## src/rtl/dis_pkg.sv

```systemverilog
package dis_pkg;

    typedef enum logic [2:0] {
        ST_WAIT_FREE = 3'd1,
        ST_PREPARE   = 3'd2,
        ST_A_LEAD    = 3'd3,
        ST_B_TRAIL   = 3'd4,
        ST_A_TRAIL   = 3'd5,
        ST_B_LEAD    = 3'd6
    } seq_state_e;

    localparam int unsigned SIDES = 2;
    localparam int unsigned SIDE_A = 0;
    localparam int unsigned SIDE_B = 1;

endpackage

```

## src/rtl/dis_busy_timer.sv

```systemverilog
module dis_busy_timer #(
    parameter int unsigned MRAZ_CYC = 9108
) (
    input  logic clk,
    input  logic rst,
    input  logic start_i,
    output logic busy_o
);
    localparam int unsigned CW = $clog2(MRAZ_CYC + 1);
    localparam logic [CW-1:0] LOAD = CW'(MRAZ_CYC);

    typedef struct packed {
        logic [CW-1:0] left;
    } busy_s;

    busy_s r_d, r_q;

    always_comb begin
        r_d = r_q;
        if (start_i) begin
            r_d.left = LOAD;
        end else if (r_q.left != '0) begin
            r_d.left = r_q.left - 1'b1;
        end
    end

    always_ff @(posedge clk) begin
        if (rst) begin
            r_q <= '0;
        end else begin
            r_q <= r_d;
        end
    end

    assign busy_o = (r_q.left != '0);
endmodule

```

## src/rtl/dis_dv_timer.sv

```systemverilog
module dis_dv_timer #(
    parameter int unsigned DV_DELAY = 4212,
    parameter int unsigned DV_GAP   = 45480,
    parameter int unsigned DV_WIDTH = 1
) (
    input  logic clk,
    input  logic rst,
    input  logic start_i,
    input  logic side_i,
    output logic dvalid_n_o,
    output logic dsel_o
);
    localparam int unsigned LAST = DV_DELAY + DV_GAP + DV_WIDTH;
    localparam int unsigned CW   = $clog2(LAST + 2);
    localparam logic [CW-1:0] W1_LO = CW'(DV_DELAY);
    localparam logic [CW-1:0] W1_HI = CW'(DV_DELAY + DV_WIDTH);
    localparam logic [CW-1:0] W2_LO = CW'(DV_DELAY + DV_GAP);
    localparam logic [CW-1:0] W2_HI = CW'(LAST);

    typedef struct packed {
        logic [CW-1:0] age;
        logic          run;
        logic          first;
        logic          dvn;
        logic          sel;
    } dv_s;

    dv_s r_d, r_q;
    logic in_w1, in_w2;

    always_comb begin
        r_d   = r_q;
        in_w1 = r_q.run && (r_q.age >= W1_LO) && (r_q.age < W1_HI);
        in_w2 = r_q.run && (r_q.age >= W2_LO) && (r_q.age < W2_HI);
        if (start_i) begin
            r_d.run   = 1'b1;
            r_d.age   = CW'(1);
            r_d.first = side_i;
            r_d.dvn   = 1'b1;
        end else if (r_q.run) begin
            r_d.dvn = !(in_w1 || in_w2);
            if (in_w1) begin
                r_d.sel = r_q.first;
            end else if (in_w2) begin
                r_d.sel = !r_q.first;
            end
            if (r_q.age == W2_HI) begin
                r_d.run = 1'b0;
                r_d.age = '0;
            end else begin
                r_d.age = r_q.age + 1'b1;
            end
        end
    end

    always_ff @(posedge clk) begin
        if (rst) begin
            r_q     <= '0;
            r_q.dvn <= 1'b1;
        end else begin
            r_q <= r_d;
        end
    end

    assign dvalid_n_o = r_q.dvn;
    assign dsel_o     = r_q.sel;
endmodule

```

## src/rtl/dual_int_seq.sv

```systemverilog
module dual_int_seq
    import dis_pkg::*;
#(
    parameter int unsigned INT_CYC  = 40000,
    parameter int unsigned MRAZ_CYC = 9108,
    parameter int unsigned PREP_CYC = 240,
    parameter int unsigned DV_DELAY = 4212,
    parameter int unsigned DV_GAP   = 45480,
    parameter int unsigned DV_WIDTH = 1
) (
    input  logic       clk,
    input  logic       rst,
    input  logic       conv_i,
    output logic [2:0] state_o,
    output logic       int_a_o,
    output logic       int_b_o,
    output logic [1:0] busy_o,
    output logic       dvalid_n_o,
    output logic       dsel_o
);
    localparam int unsigned PH_MAX = (INT_CYC > PREP_CYC) ? INT_CYC : PREP_CYC;
    localparam int unsigned PW     = $clog2(PH_MAX + 1);
    localparam logic [PW-1:0] INT_LAST  = PW'(INT_CYC - 1);
    localparam logic [PW-1:0] PREP_LAST = PW'(PREP_CYC - 1);

    typedef struct packed {
        seq_state_e    st;
        logic [PW-1:0] ph;
    } seq_s;

    seq_s r_d, r_q;
    logic [SIDES-1:0] side_done;
    logic [SIDES-1:0] busy;
    logic             lead_done;
    logic             lead_side;

    always_comb begin
        r_d       = r_q;
        r_d.ph    = r_q.ph + 1'b1;
        side_done = '0;
        lead_done = 1'b0;
        lead_side = 1'b0;
        unique case (r_q.st)
            ST_WAIT_FREE: begin
                r_d.ph = '0;
                if (busy == '0) begin
                    r_d.st = ST_PREPARE;
                end
            end
            ST_PREPARE: begin
                if (r_q.ph == PREP_LAST) begin
                    r_d.st = conv_i ? ST_B_LEAD : ST_A_LEAD;
                    r_d.ph = '0;
                end
            end
            ST_A_LEAD: begin
                if (r_q.ph == INT_LAST) begin
                    r_d.st            = ST_B_TRAIL;
                    r_d.ph            = '0;
                    side_done[SIDE_A] = 1'b1;
                    lead_done         = 1'b1;
                    lead_side         = 1'b0;
                end
            end
            ST_B_LEAD: begin
                if (r_q.ph == INT_LAST) begin
                    r_d.st            = ST_A_TRAIL;
                    r_d.ph            = '0;
                    side_done[SIDE_B] = 1'b1;
                    lead_done         = 1'b1;
                    lead_side         = 1'b1;
                end
            end
            ST_B_TRAIL: begin
                if (r_q.ph == INT_LAST) begin
                    r_d.st            = ST_WAIT_FREE;
                    r_d.ph            = '0;
                    side_done[SIDE_B] = 1'b1;
                end
            end
            ST_A_TRAIL: begin
                if (r_q.ph == INT_LAST) begin
                    r_d.st            = ST_WAIT_FREE;
                    r_d.ph            = '0;
                    side_done[SIDE_A] = 1'b1;
                end
            end
            default: begin
                r_d.st = ST_WAIT_FREE;
                r_d.ph = '0;
            end
        endcase
    end

    always_ff @(posedge clk) begin
        if (rst) begin
            r_q.st <= ST_WAIT_FREE;
            r_q.ph <= '0;
        end else begin
            r_q <= r_d;
        end
    end

    for (genvar s = 0; s < SIDES; s++) begin : g_side
        dis_busy_timer #(
            .MRAZ_CYC (MRAZ_CYC)
        ) busy_i (
            .clk     (clk),
            .rst     (rst),
            .start_i (side_done[s]),
            .busy_o  (busy[s])
        );
    end

    dis_dv_timer #(
        .DV_DELAY (DV_DELAY),
        .DV_GAP   (DV_GAP),
        .DV_WIDTH (DV_WIDTH)
    ) dv_i (
        .clk        (clk),
        .rst        (rst),
        .start_i    (lead_done),
        .side_i     (lead_side),
        .dvalid_n_o (dvalid_n_o),
        .dsel_o     (dsel_o)
    );

    assign state_o = r_q.st;
    assign int_a_o = (r_q.st == ST_A_LEAD) || (r_q.st == ST_A_TRAIL);
    assign int_b_o = (r_q.st == ST_B_LEAD) || (r_q.st == ST_B_TRAIL);
    assign busy_o  = busy;
endmodule

```

## config.mk

```make
export PLATFORM = sky130hd
export DESIGN_NAME = dual_int_seq
export DESIGN_NICKNAME = d
export VERILOG_FILES = /design/src/rtl/dis_pkg.sv /design/src/rtl/dis_busy_timer.sv /design/src/rtl/dis_dv_timer.sv /design/src/rtl/dual_int_seq.sv
export SDC_FILE = /design/constraint.sdc
export NUM_CORES = 1
export LEC_CHECK = 0
export BUFFER_PORTS_ARGS = -buffer_cell sky130_fd_sc_hd__buf_2
export CAP_MARGIN = 20
export CORE_MARGIN = 4
export CORE_UTILIZATION = 40
export DETAILED_ROUTE_END_ITERATION = 10
export GPL_ROUTABILITY_DRIVEN = 0
export GPL_TIMING_DRIVEN = 0
export SLEW_MARGIN = 15
export SYNTH_ARGS = -nofsm -noshare
export SYNTH_HDL_FRONTEND = slang
export SYNTH_SLANG_ARGS = --single-unit
```

## constraint.sdc

```tcl
create_clock -name clk -period 3 [get_ports clk]
set_input_delay 0.3 -clock clk [delete_from_list [all_inputs] [get_ports clk]]
set_output_delay 0.3 -clock clk [all_outputs]
set_load 0.005 [all_outputs]
```

==> results.cfg <==
[critical_path]
crit_type = flip-flop to primary output
slowest_delay_ns = 0.70
start_kind = flip-flop
critical_path.slowest_cell = nor3_1
path_max_fanout = 10
cp_cell_sequence = nor3_1 -> nand4_1 -> clkbuf_1 -> buf_4 -> buf_2
cp_data_required_time_ns = 2.70
crit_arrival_ns = 2.24
cp-end-kind = primary output

[run_status]
status = complete, no violations

[final_layout]
final_cells = 527
diodes = 0
fin_nets = 428
drive_above_1_share = 0.102
area_delta_synth_final_pct = 11.9
finish.utilization = 0.459

[cts]
htreeDepth = 3
root_buffer = clkbuf_8
hold_buffers = 0
clk_latency_ns = 0.34
cts_setup_buffers = 0
clock_sinks = 67
cts_buffers = 9
tritoncts = done
clockBufferDepth = 2
clkTransAtPathRegs_ns = 0.08
ctsResizeCount = 0

[sta]
layout_min_cycle_time_ns = 2.54
finalHoldViolCount = 0
fmax_mhz = 394
maxSlewViolCount = 0
fin_tns_setup_ns = 0
rsz0062_at_grt = no
slew_headroom = 0.439
skew_ns = 0.0103
post-route-period-util = 0.846
setup_viol_count_final = 0
tightest_slew_ns = 0.835

[grt]
grt_pass1_wl_mm = 12.1
grt-busiest-layer = met2
grt_use_met2 = 0.232
first_global_vias = 2615
grt_overflow = 0
track_usage = 0.148
met1_usage = 0.199
grt_max_degree = 13
grtUsageMet3 = 0.0379
antenna_found_initial = 0

[drt]
wl_per_cell_um = 13.0
viasPerCell = 5.14
ant_nets = 0
route.vias.total = 2707
drt_iter0_markers = 84
drc = 0
drt-total-wl_mm = 6.84
drt_first_pass_iters = 4

[floorplanning]
coreArea_mm2 = 0.00818
pin_count = 12
die_area_mm2 = 0.00991
initial_core_util = 0.410
rows = 33
die_height_um = 99.5
die_w_um = 99.5

[placement]
placed_cells = 511
portBuffers = 10
dp_hpwl_mm = 4.85

[yosys]
yosys-top-cells-count = dfxtp_1 (67), nor2_1 (64), xor2_1 (34)
synth.area.top_cells = dfxtp_1 (40%), xor2_1 (8.9%), nor2_1 (7.2%)
postSynthAreaPerCell_um2 = 8.46
synth-seq-area-share = 0.400
synthSimpleGateAreaFrac = 0.306
synth_compound_area_frac = 0.0784
synth_top_family_by_area = simple AND/OR/NAND/NOR gates
synth-edff-count = 0
synthMuxAreaShare = 0.00672
synth_fa_ha_area_frac = 0.0299
netlist_area_mm2 = 0.00335
synth_top_cell_by_area = dfxtp_1
synth.most_common_cell = dfxtp_1
ys_types = 45
async_reset_ff_frac = 0
synthCells = 396
synthFlopType = dfxtp_1
synth_fp_nets = 407
synth_xor_area_frac = 0.131
synth_top_area_share = 0.400
synth_warnings = 0
ys_seq_elements = 67

[power_and_ir_drop]
vdd_ir_drop_max_uv = 321
cellLeakagePower_nw = 1.35
p_per_area_mw_per_mm2 = 852
finalPower_mw = 3.19

[min_path]
hp-class = input pin to flip-flop

[job]
max-cap-violations = 0
## worst paths after layout
path | startpoint | slack [ns] | endpoint | cells past startpoint
worst max-delay path | g_side[0].busy_i.r_q[2]$_SDFFE_PP0P_ | 0.46 | busy_o[0] | 5
worst min-delay path | conv_i | 0.40 | state_o[2]$_SDFFE_PP0P_ | 4
worst max register to register | r_q[8]$_SDFF_PP0_ | 0.77 | r_q[6]$_SDFF_PP0_ | 6
worst min register to register | r_q[0]$_SDFF_PP0_ | 0.47 | r_q[0]$_SDFF_PP0_ | 1
## power breakdown
| group | switching [mW] | internal [mW] | leakage (nW) |
|---|---|---|---|
| clock network | 0.350 | 0.466 | 0.113 |
| registers | 0.144 | 1.06 | 0.545 |
| logic | 0.669 | 0.502 | 0.694 |
| total | 1.16 | 2.03 | 1.35 |
## stage by stage
step / hold WS (ns) / worst slack, ns / instance area, um^2
6_report: 0.403 / 0.462 / 3750
3_3_place_gp: 0.449 / 0.780 / 3530
3_5_place_dp: 0.458 / 0.757 / 3530
4_1_cts: 0.389 / 0.461 / 3750
5_1_grt: 0.408 / 0.306 / 3750
2_1_floorplan: 0.430 / 1.06 / 3350
## cell type report
| type | count | area [um^2] |
|---|---|---|
| Sequential cell | 67 | 1340 |
| Clock inverter | 7 | 92.6 |
| Timing Repair Buffer | 10 | 50.0 |
| Buffer | 21 | 115 |
| Multi-Input combinational cell | 296 | 1850 |
| Clock buffer | 9 | 124 |
| Inverter | 12 | 45.0 |
| Tap cell | 105 | 131 |
| Fill cell | 830 | 4430 |
## sequential cells by signal (all words and copies together), names as in the netlist
name and count:
r_q 16, dv_i.dvalid_n_o 1, dv_i.dsel_o 1, g_side.busy_i.r_q 28, state_o 3, dv_i.r_q 18
## cell families after synthesis
group / count (synthesis)
AO/OA/AOI/OAI: 37
XOR/XNOR: 50
adder cells (fa/ha/maj): 8
buffers and inverters: 33
flip-flops: 67
multiplexers: 2
AND/OR/NAND/NOR: 199
## cell usage in the layout (no fill, tap or decap), types with 3 or more instances in the layout
master,instances
dfxtp_1,67
nor2_1,64
xor2_1,34
nand2_1,32
nand3_1,23
nand4_1,16
xnor2_1,16
a21oi_1,16
nor3_1,15
inv_1,12
buf_2,12
clkbuf_1,10
clkbuf_8,9
ha_1,8
buf_4,7
nand4b_1,7
nand2b_1,6
and3_1,6
nor3b_1,5
nor4b_1,5
a31oi_1,5
or4_1,4
nor4_1,3
and2_1,3
o21ai_0,3
or3_1,3
clkinv_2,3
## per-layer routing
metal / vias up / share of wire
met3: 9 / 0.028
met1: 1260 / 0.51
met2: 25 / 0.45
met4: 0 / 0.011
met5: - / 0
li1: 1413 / -
## critical path, delay by kind of cell (launching register included)
family        cells  cell delay (ns)
simple gates      2             0.94
buf+inv           3             0.61
flops             1             0.35
Power figures use the tool's default switching activity.
